`config.mk`:
```
export PLATFORM = sky130hd
export DESIGN_NAME = cache_flush_ctrl
export DESIGN_NICKNAME = d
export VERILOG_FILES = /design/src/rtl/cfl_pkg.sv /design/src/rtl/cfl_mode_latch.sv /design/src/rtl/cfl_line_array.sv /design/src/rtl/cfl_flush_walker.sv /design/src/rtl/cache_flush_ctrl.sv
export SDC_FILE = /design/constraint.sdc
export NUM_CORES = 1
export LEC_CHECK = 0
export BUFFER_PORTS_ARGS = -buffer_cell sky130_fd_sc_hd__buf_2
export CAP_MARGIN = 0
export CORE_UTILIZATION = 25
export CTS_CLUSTER_SIZE = 16
export DETAILED_ROUTE_END_ITERATION = 16
export MAX_ROUTING_LAYER = met4
export SLEW_MARGIN = 20
export SYNTH_ARGS = -nofsm -noshare
export SYNTH_HDL_FRONTEND = slang
export SYNTH_SLANG_ARGS = --single-unit
```
`constraint.sdc`:
```
create_clock -name clk -period 3.1 [get_ports clk]
set_input_delay 0.155 -clock clk [delete_from_list [all_inputs] [get_ports clk]]
set_output_delay 0.155 -clock clk [all_outputs]
set_load 0.02 [all_outputs]
```
`src/rtl/cfl_pkg.sv`:
```
// Shared types of the cache mode latch and flush sequencer.
package cfl_pkg;

    // Per-line coherence state; the encoding is visible on q_state.
    typedef enum logic [1:0] {
        LS_INV = 2'b00,
        LS_SHR = 2'b01,
        LS_EXC = 2'b10,
        LS_MOD = 2'b11
    } line_st_e;

    // Flush walker control states.
    typedef enum logic [1:0] {
        WK_IDLE = 2'b00,
        WK_SCAN = 2'b01,
        WK_WAIT = 2'b10,
        WK_DONE = 2'b11
    } walk_st_e;

endpackage

```
`src/rtl/cfl_mode_latch.sv`:
```
// Mode latch.
// Shifts the mode pin through a window register while hard reset is held
// and for POST_CLKS-1 edges after release. On the POST_CLKS-th edge after
// release it settles write-back mode if every sample in the window,
// including the current one, was high, and then stops.
// Assumes: rst_n is synchronous, held for at least PRE_CLKS edges,
// PRE_CLKS >= 1 and POST_CLKS >= 1.
module cfl_mode_latch #(
    parameter int PRE_CLKS  = 2,
    parameter int POST_CLKS = 2
) (
    input  logic clk,
    input  logic rst_n,
    input  logic mode_pin,
    output logic mode_ready,
    output logic mode_wb
);
    localparam int WIN   = PRE_CLKS + POST_CLKS - 1;
    localparam int CNT_W = $clog2(POST_CLKS) + 1;

    logic [WIN-1:0]   win_q;
    logic [CNT_W-1:0] post_cnt_q;

    // Sample the pin during reset and the post-release window, then freeze.
    always_ff @(posedge clk) begin
        if (!rst_n) begin
            win_q      <= (win_q << 1) | WIN'(mode_pin);
            post_cnt_q <= '0;
            mode_ready <= 1'b0;
            mode_wb    <= 1'b0;
        end else if (!mode_ready) begin
            win_q <= (win_q << 1) | WIN'(mode_pin);
            if (post_cnt_q == CNT_W'(POST_CLKS - 1)) begin
                mode_ready <= 1'b1;
                mode_wb    <= &{win_q, mode_pin};
            end else begin
                post_cnt_q <= post_cnt_q + 1'b1;
            end
        end
    end

endmodule

```
`src/rtl/cfl_line_array.sv`:
```
// Line-state array.
// Holds one coherence state per line in flops so that a whole-array clear
// takes one edge. Priority per line: global clear, walker invalidate,
// then (only when upd_en) allocate > write hit > invalidate input.
// Assumes: mode_wb is stable while upd_en is high.
module cfl_line_array
    import cfl_pkg::*;
#(
    parameter int LINES = 16,
    parameter int IDX_W = $clog2(LINES)
) (
    input  logic               clk,
    input  logic               rst_n,
    input  logic               mode_wb,
    input  logic               clear_all,
    input  logic               walk_inv,
    input  logic [IDX_W-1:0]   walk_idx,
    input  logic               upd_en,
    input  logic               alloc_valid,
    input  logic [IDX_W-1:0]   alloc_idx,
    input  logic               alloc_wb,
    input  logic               hit_valid,
    input  logic [IDX_W-1:0]   hit_idx,
    input  logic               inv_valid,
    input  logic [IDX_W-1:0]   inv_idx,
    output logic [2*LINES-1:0] st_vec
);
    line_st_e st_q [LINES];
    line_st_e alloc_st;

    // State a fresh allocation receives under the latched mode.
    always_comb alloc_st = (mode_wb && alloc_wb) ? LS_EXC : LS_SHR;

    for (genvar g = 0; g < LINES; g++) begin : g_line
        logic sel_alloc, sel_hit, sel_inv, sel_walk;

        // Decode which request targets this line.
        always_comb begin
            sel_walk  = walk_inv && (walk_idx == IDX_W'(g));
            sel_alloc = upd_en && alloc_valid && (alloc_idx == IDX_W'(g));
            sel_hit   = upd_en && hit_valid && (hit_idx == IDX_W'(g));
            sel_inv   = upd_en && inv_valid && mode_wb && (inv_idx == IDX_W'(g));
        end

        // Update this line's state.
        always_ff @(posedge clk) begin
            if (!rst_n) begin
                st_q[g] <= LS_INV;
            end else if (clear_all || sel_walk) begin
                st_q[g] <= LS_INV;
            end else if (sel_alloc) begin
                st_q[g] <= alloc_st;
            end else if (sel_hit) begin
                if (st_q[g] == LS_EXC) st_q[g] <= LS_MOD;
            end else if (sel_inv) begin
                st_q[g] <= LS_INV;
            end
        end

        assign st_vec[2*g +: 2] = st_q[g];
    end

endmodule

```
`src/rtl/cfl_flush_walker.sv`:
```
// Flush walker.
// Visits lines 0..LINES-1, one per edge. A Modified line stalls the walk
// with wb_req high until wb_ack; every visited line is invalidated. After
// the last line one cycle is spent in WK_DONE, which drives done_pulse.
// Assumes: start is only raised while busy is low; cur_mod reflects the
// line at walk_idx.
module cfl_flush_walker
    import cfl_pkg::*;
#(
    parameter int LINES = 16,
    parameter int IDX_W = $clog2(LINES)
) (
    input  logic             clk,
    input  logic             rst_n,
    input  logic             start,
    input  logic             cur_mod,
    input  logic             wb_ack,
    output logic             busy,
    output logic [IDX_W-1:0] walk_idx,
    output logic             walk_inv,
    output logic             wb_req,
    output logic             done_pulse
);
    localparam logic [IDX_W-1:0] LAST = IDX_W'(LINES - 1);

    walk_st_e st_q;

    // Sequence the walk over the array.
    always_ff @(posedge clk) begin
        if (!rst_n) begin
            st_q     <= WK_IDLE;
            walk_idx <= '0;
        end else begin
            unique case (st_q)
                WK_IDLE: if (start) begin
                    st_q     <= WK_SCAN;
                    walk_idx <= '0;
                end
                WK_SCAN: begin
                    if (cur_mod)                st_q <= WK_WAIT;
                    else if (walk_idx == LAST)  st_q <= WK_DONE;
                    else                        walk_idx <= walk_idx + 1'b1;
                end
                WK_WAIT: if (wb_ack) begin
                    if (walk_idx == LAST) begin
                        st_q <= WK_DONE;
                    end else begin
                        st_q     <= WK_SCAN;
                        walk_idx <= walk_idx + 1'b1;
                    end
                end
                WK_DONE: st_q <= WK_IDLE;
                default: st_q <= WK_IDLE;
            endcase
        end
    end

    // Decode outputs from the registered state.
    always_comb begin
        busy       = (st_q != WK_IDLE);
        wb_req     = (st_q == WK_WAIT);
        done_pulse = (st_q == WK_DONE);
        walk_inv   = ((st_q == WK_SCAN) && !cur_mod) || ((st_q == WK_WAIT) && wb_ack);
    end

endmodule

```
`src/rtl/cache_flush_ctrl.sv`:
```
// Cache mode latch and flush sequencer (top).
// Settles the cache mode after hard reset, keeps the line-state array and
// runs flushes: a one-edge clear in write-through mode, a write-back walk
// ending in a flush-acknowledge cycle in write-back mode.
// Assumes: synchronous active-low hard reset; the bus holds wb_ack for
// one cycle per accepted write-back.
module cache_flush_ctrl
    import cfl_pkg::*;
#(
    parameter int LINES     = 16,
    parameter int IDX_W     = $clog2(LINES),
    parameter int PRE_CLKS  = 2,
    parameter int POST_CLKS = 2
) (
    input  logic             clk,
    input  logic             rst_n,
    input  logic             mode_pin,
    input  logic             soft_rst,
    input  logic             alloc_valid,
    input  logic [IDX_W-1:0] alloc_idx,
    input  logic             alloc_wb,
    input  logic             wr_hit_valid,
    input  logic [IDX_W-1:0] wr_hit_idx,
    input  logic             inv_valid,
    input  logic [IDX_W-1:0] inv_idx,
    input  logic             flush_req,
    input  logic             wb_ack,
    input  logic             lock_req,
    input  logic [IDX_W-1:0] q_idx,
    output logic [1:0]       q_state,
    output logic             mode_ready,
    output logic             mode_wb,
    output logic             flush_busy,
    output logic             wb_req,
    output logic [IDX_W-1:0] wb_idx,
    output logic             flush_ack_cycle,
    output logic             bus_lock
);
    logic [2*LINES-1:0] st_vec;
    logic               clear_all, upd_en, walk_start, walk_inv, cur_mod;
    logic [IDX_W-1:0]   walk_idx;

    cfl_mode_latch #(.PRE_CLKS(PRE_CLKS), .POST_CLKS(POST_CLKS)) u_mode (
        .clk        (clk),
        .rst_n      (rst_n),
        .mode_pin   (mode_pin),
        .mode_ready (mode_ready),
        .mode_wb    (mode_wb)
    );

    // Route flush and soft reset by mode; gate line updates.
    always_comb begin
        clear_all  = mode_ready && !mode_wb && (flush_req || soft_rst);
        walk_start = mode_ready && mode_wb && flush_req && !flush_busy;
        upd_en     = mode_ready && !flush_busy;
        cur_mod    = (st_vec[{walk_idx, 1'b0} +: 2] == LS_MOD);
        q_state    = st_vec[{q_idx, 1'b0} +: 2];
        bus_lock   = lock_req && !mode_wb;
        wb_idx     = walk_idx;
    end

    cfl_line_array #(.LINES(LINES), .IDX_W(IDX_W)) u_array (
        .clk         (clk),
        .rst_n       (rst_n),
        .mode_wb     (mode_wb),
        .clear_all   (clear_all),
        .walk_inv    (walk_inv),
        .walk_idx    (walk_idx),
        .upd_en      (upd_en),
        .alloc_valid (alloc_valid),
        .alloc_idx   (alloc_idx),
        .alloc_wb    (alloc_wb),
        .hit_valid   (wr_hit_valid),
        .hit_idx     (wr_hit_idx),
        .inv_valid   (inv_valid),
        .inv_idx     (inv_idx),
        .st_vec      (st_vec)
    );

    cfl_flush_walker #(.LINES(LINES), .IDX_W(IDX_W)) u_walk (
        .clk        (clk),
        .rst_n      (rst_n),
        .start      (walk_start),
        .cur_mod    (cur_mod),
        .wb_ack     (wb_ack),
        .busy       (flush_busy),
        .walk_idx   (walk_idx),
        .walk_inv   (walk_inv),
        .wb_req     (wb_req),
        .done_pulse (flush_ack_cycle)
    );

endmodule

```
==> results by group, run 1 <==
GRT
  – First-pass GRT wire length: 19.8 mm
  – GRT Overall Usage: 16.6%
  – Total gr overflow: 0
  – Largest net degree at the start of global routing: 46
  – Initial antenna violation count: 0
  – Vias in the first global route: 3575

Setup path
  – Worst Path Max Fanout: between 40 and 50
  – WP data required: 3100 ps
  – Worst setup path class: register to register
  – R2R depth: 7
  – Arrival time worst endpoint: 2740 ps
  – R2R Path Start: u_walk.walk_idx[0]$_SDFFE_PN0P_
  – CP startpoint: u_walk.walk_idx[0]$_SDFFE_PN0P_
  – Crit end category: register
  – Crit path launch type: register

Yosys
  – Area contributors post-synth: edfxtp_1 (27%), mux4_2 (5.8%), mux4_1 (5.4%)
  – Synth Register Bits: 45
  – Post-Syn Area: 3860 um^2
  – Synth cell types: 72
  – Seq/Total Area, Yosys: 32.4%
  – Dominant synthesized flop cell: edfxtp_1
  – Post-synth EDFFs: 35
  – Average cell area after synthesis: 9.77 um^2
  – Share of the synthesized area in the top cell type: between 20 and 30%
  – YS warnings: 0
  – Post-synth ARST share: 0%
  – Yosys top cell by area: edfxtp_1
  – Mapped Cells: 395
  – Syn nets: about 430

STA
  – Clock Skew: around 11 ps
  – Hold Vio Cnt, Final: 0
  – Fmax: 364 MHz
  – Slew Limit Fails: 0
  – Final setup viols: 0
  – Worst-Margin Slew: 789 ps
  – Worst relative slew slack: a little under half
  – Crit path time final: 2750 ps
  – Tcrit/Tclk final: 88.6%
  – Unrepaired setup endpoints after global routing: no
  – Setup Total Neg Slack: 0 ps

Floorplanning
  – Initial core utilization: 25.5%
  – Area of the core: 15100 um^2
  – Full die area: 15900 um^2
  – DIE WIDTH: approximately 130 um
  – Die height: 126 um
  – Rows: 45
  – Total I/O pin count: 39

Power
  – Switching portion of total power: 33.9%
  – Clock group share of total power: roughly 30%
  – Static Leak: around 1.5 nW
  – Power Total: 2.06 mW
  – Cell Pwr Density: 470 nW/um^2
  – Peak VDD IR: ~280 uV
  – Flop pwr share: between 40% and 50%
  – Gate power share: between 20 and 30%
  – Int Pwr: 1.36 mW
  – Switching power: 700 uW

Outcome
  – Status: complete, no violations

Placement
  – Dpl cells: 598
  – Port bufs: 38
  – Placer's final routability congestion estimate: 0.902
  – Final HPWL DP: 9.36 mm

Route
  – Final wirelength: 13.0 mm
  – Post-route DRC: 0
  – Wire per inst: approximately 21 um
  – Number of DRC markers in iteration 0: about 360
  – Via count: approximately 3700
  – Via/cell ratio: a little over 6
  – Post-DRT Antenna Nets: 0
  – Drt first pass iters: 5

Clocking
  – CTS H-tree depth: 2
  – Postcts setup bufs: 0
  – Post-CTS Resized: 0
  – TritonCTS Sinks: 45
  – TritonCTS clock tree: done
  – Clk_lat worst skew: a little under 300 ps
  – Root Buffer: clkbuf_16
  – Cts bufs inserted: 5
  – Hold Buf Count CTS: 0
  – Clock slew at reported path FFs: 70 ps
  – CTS Buffer Depth: 2

Layout
  – Layout area overhead: 13.6%
  – Post-Route Utilization: 28.9%
  – Ant diodes: 0
  – Post-Layout Cell Count: between 600 and 700
  – Total Nets Final: 454
  – Commonest non-fill, non-tap cells in the layout: buf_2 (38), edfxtp_1 (35), nand2_1 (27), nor2_1 (26), nand3_1 (22)
  – Share of layout cells above drive strength 1: 22.7%
  – Commonest non-fill, non-tap cell in the layout: buf_2

Worst hold path
  – Hold path startpoint: mode_pin
  – WHS Path Cells: 1
  – HP Class: input pin to register

Flow run
  – Max-Cap Viols: 0
-- cell type report --
type	count	area [um^2]
Clock buffer	7	164
Multi-Input combinational cell	297	2370
Inverter	18	67.6
Timing Repair Buffer	50	293
Fill cell	1566	10800
Tap cell	188	235
Sequential cell	45	1250
Clock inverter	1	7.51
-- per-stage QoR --
step           instance area [um^2]  hold slack (ps)  setup slack [ps]
6_report                       4380             67.6               355
5_1_grt                        4380             78.5               161
4_1_cts                        4380             71.5               375
3_5_place_dp                   4210              368               378
3_3_place_gp                   4210              364               361
2_1_floorplan                  3860              254               545
-- state kept, by name, summed over array words and instances, names as in the netlist --
| name | count |
|---|---|
| u_mode.post_cnt_q | 2 |
| u_mode.mode_ready | 1 |
| u_walk.walk_idx | 4 |
| u_walk.st_q | 2 |
| u_mode.win_q | 3 |
| u_mode.mode_wb | 1 |
| u_array.st_q | 32 |
-- synthesized netlist by cell type (4+ instances only) --
master     instances
a2111oi_0          5
a211o_1            6
a21oi_1           18
a311o_1            8
a311oi_1          17
a31o_2             6
a31oi_1           15
a32oi_1            6
and2_1             4
and3_1             4
and4b_1            4
buf_2              4
clkbuf_1          22
dfxtp_1           10
edfxtp_1          35
ha_1              10
inv_1             18
mux4_1             8
mux4_2            10
nand2_1           27
nand2b_1           6
nand3_1           22
nand3b_1           4
nand4_1            5
nor2_1            26
nor2b_1            7
nor3_1             4
o21ai_0            4
o311ai_0           4
or3_1              4
or3b_2             4
-- worst paths after layout --
check                                      to  slack, ps
max          u_array.st_q[0][7]$_SDFFCE_PP0P_        350
min reg2reg         u_mode.win_q[1]$_DFFE_PP_        460
min                 u_mode.win_q[0]$_DFFE_PP_         70
max reg2reg  u_array.st_q[0][7]$_SDFFCE_PP0P_        350
-- cell families after synthesis --
logic type | share of synthesized area (%)
AOI/OAI and AO/OA | 25.3
xor gates and xnor gates | 0.227
buffers and inverters | 6.39
muxes | 12.9
adders and majority gates | 3.24
and+or+nand+nor | 19.5
DFF | 32.4
-- layer usage --
metal	share of wire, %	track usage [%]
met5	0	-
met1	42	20.1
met4	3.3	7.51
met2	47	26.4
met3	8.3	3.82
-- power by group through the flow --
stage	combinational [mW]	clock (mW)	sequential, mW
after floorplan	0.435	0	0.809
after global placement	0.575	0	0.852
after detailed placement	0.594	0	0.858
after CTS	0.597	0.617	0.846
after global routing	0.657	0.633	0.858
final	0.604	0.607	0.850
-- critical path: stages, from the launching register on --
cell	delay, ps
dfxtp_1	630
mux4_1	610
a22o_2	290
nor2_2	130
o21ai_1	170
nand2_2	130
buf_12	230
a311o_1	250
Note: power is estimated with default switching activity, not from simulation.
==> inputs of run 2 (changes only) <==
--- a/config.mk
+++ b/config.mk
@@ -8,6 +8,7 @@
 export BUFFER_PORTS_ARGS = -buffer_cell sky130_fd_sc_hd__buf_2
 export CAP_MARGIN = 0
 export CORE_UTILIZATION = 25
+export CTS_BUF_LIST = sky130_fd_sc_hd__clkbuf_16
 export CTS_CLUSTER_SIZE = 16
 export DETAILED_ROUTE_END_ITERATION = 16
 export MAX_ROUTING_LAYER = met4
==> run 2 against run 1 <==
  * Sequential share of layout area increased by 0.065 points
  * Die area unchanged
  * Cell count unchanged
  * Hold slack improved by 1.0 ps
  * Count of clock-buffer cells in the layout decreased by 1
  * Critical endpoint unchanged
  * First-iteration DRC count increased by 22%
  * Critical path depth unchanged
  * Largest cell class unchanged
  * Power decreased by 1.2%
==> results by group, run 2 (synthesis gave the netlist of run 1 again) <==
Floorplanning
  – DIE WIDTH: 126 um
  – Full die area: 15900 um^2
  – Initial core utilization: 25.5%
  – Area of the core: between 15000 and 20000 um^2
  – Total I/O pin count: 39
  – Die height: 126 um
  – Rows: 45

Route
  – Post-route DRC: 0
  – Wire per inst: 21.4 um
  – Via count: 3677
  – Post-DRT Antenna Nets: 0
  – Drt first pass iters: 5
  – Via/cell ratio: 6.07
  – Final wirelength: 12.9 mm
  – Number of DRC markers in iteration 0: 440

STA
  – Tcrit/Tclk final: 88.6%
  – Setup Total Neg Slack: 0 ps
  – Unrepaired setup endpoints after global routing: no
  – Slew Limit Fails: 0
  – Worst-Margin Slew: 791 ps
  – Worst relative slew slack: 47.1%
  – Hold Vio Cnt, Final: 0
  – Clock Skew: ~10 ps
  – Crit path time final: 2750 ps
  – Final setup viols: 0
  – Fmax: 364 MHz

Setup path
  – Max incr delay on CP: 630 ps
  – Worst-path cell chain: mux4_1, a22o_2, nor2_2, o21ai_1, nand2_2, buf_12, a311o_1
  – Crit path launch type: register
  – R2R depth: 7
  – CP startpoint: u_walk.walk_idx[0]$_SDFFE_PN0P_
  – R2R Path Start: u_walk.walk_idx[0]$_SDFFE_PN0P_
  – Levels on crit path: 7
  – Crit end category: register
  – Highest-delay cell along the critical path: dfxtp_1
  – CP Buf/Inv Count: 1
  – WP data required: 3100 ps
  – Worst setup path class: register to register
  – CP delay by family, top: compound AO/OA/AOI/OAI gates
  – Arrival time worst endpoint: 2750 ps
  – Worst Path Max Fanout: 45

Placement
  – Post-DP Area: 4210 um^2
  – Dpl cells: 598
  – Placer's final routability congestion estimate: ~0.9
  – Port bufs: 38
  – Final HPWL DP: 9.36 mm

Clocking
  – TritonCTS clock tree: done
  – Hold Buf Count CTS: 0
  – Root Buffer: clkbuf_16
  – Postcts setup bufs: 0
  – CTS H-tree depth: 2
  – TritonCTS Sinks: 45
  – Cts bufs inserted: 5
  – Post-CTS Resized: 0
  – CTS Buffer Depth: 2
  – Clk_lat worst skew: 290 ps
  – Clock slew at reported path FFs: approximately 70 ps

GRT
  – First-pass GRT wire length: between 15 and 20 mm
  – Vias in the first global route: 3551
  – GRT Overall Usage: 16.6%
  – Initial antenna violation count: 0
  – Largest net degree at the start of global routing: 46
  – Total gr overflow: 0

Layout
  – Commonest non-fill, non-tap cells in the layout: buf_2 (38), edfxtp_1 (35), nand2_1 (27), nor2_1 (26), nand3_1 (22)
  – Commonest non-fill, non-tap cell in the layout: buf_2
  – Top Registers: u_array.st_q: 32 flops, u_walk.walk_idx: 4 flops, u_mode.win_q: 3 flops
  – Ant diodes: 0
  – Max FFs per register: 32
  – Total Nets Final: 454
  – Final instance area: 4370 um^2
  – Layout area overhead: 13.3%
  – Fillers: 1567
  – Share of layout cells above drive strength 1: 22.5%
  – Biggest register: u_array.st_q
  – Post-Layout Cell Count: 606
  – Post-Route Utilization: between 20 and 30%

Worst hold path
  – Hold path startpoint: mode_pin
  – HP Class: input pin to register
  – WHS Path Cells: 1

Power
  – Static Leak: between 1.5 and 2 nW
  – Cell Pwr Density: 465 nW/um^2
  – Peak VDD IR: 275 uV
  – Power Total: 2.04 mW

Outcome
  – Status: complete, no violations

Flow run
  – Max-Cap Viols: 0
[run 2: cell count changes in the layout (fill, tap and decap cells not counted)]
cell,previous run,this run
clkbuf_8,1,0
clkinv_1,0,1
[run 2: metal layers]
metal / global-route usage (%) / wire length (um) / share of wire [%]
met1: 20.2 / 5360 / 41
met2: 26.6 / 6070 / 47
met3: 3.61 / 1050 / 8.1
met4: 7.02 / 457 / 3.5
met5: - / 0 / 0
[run 2: per-stage QoR]
stage / hold slack, ps / worst slack [ps]
finish: 68.6 / 352
global route: 80.3 / 161
CTS: 71.8 / 375
detailed placement: 368 / 378
global placement: 364 / 361
floorplan: 254 / 545
[run 2: power breakdown]
group / switching [mW] / total (mW) / internal [mW]
clock: 0.239 / 0.584 / 0.345
sequential: 0.0945 / 0.848 / 0.754
combinational: 0.366 / 0.603 / 0.237
total: 0.699 / 2.04 / 1.34
[run 2: final timing paths]
check | slack [ps] | end
max reg2reg | 350 | u_array.st_q[0][7]$_SDFFCE_PP0P_
min reg2reg | 460 | u_mode.win_q[1]$_DFFE_PP_
min | 70 | u_mode.win_q[0]$_DFFE_PP_
max | 350 | u_array.st_q[0][7]$_SDFFCE_PP0P_
[run 2: final cells by class]
class / instances / area [um^2] / area share, %
Timing Repair Buffer: 50 / 293 / 6.69
Tap cell: 188 / 235 / 5.38
Clock buffer: 6 / 150 / 3.43
Inverter: 18 / 67.6 / 1.54
Clock inverter: 2 / 11.3 / 0.257
Sequential cell: 45 / 1250 / 28.6
Multi-Input combinational cell: 297 / 2370 / 54.1
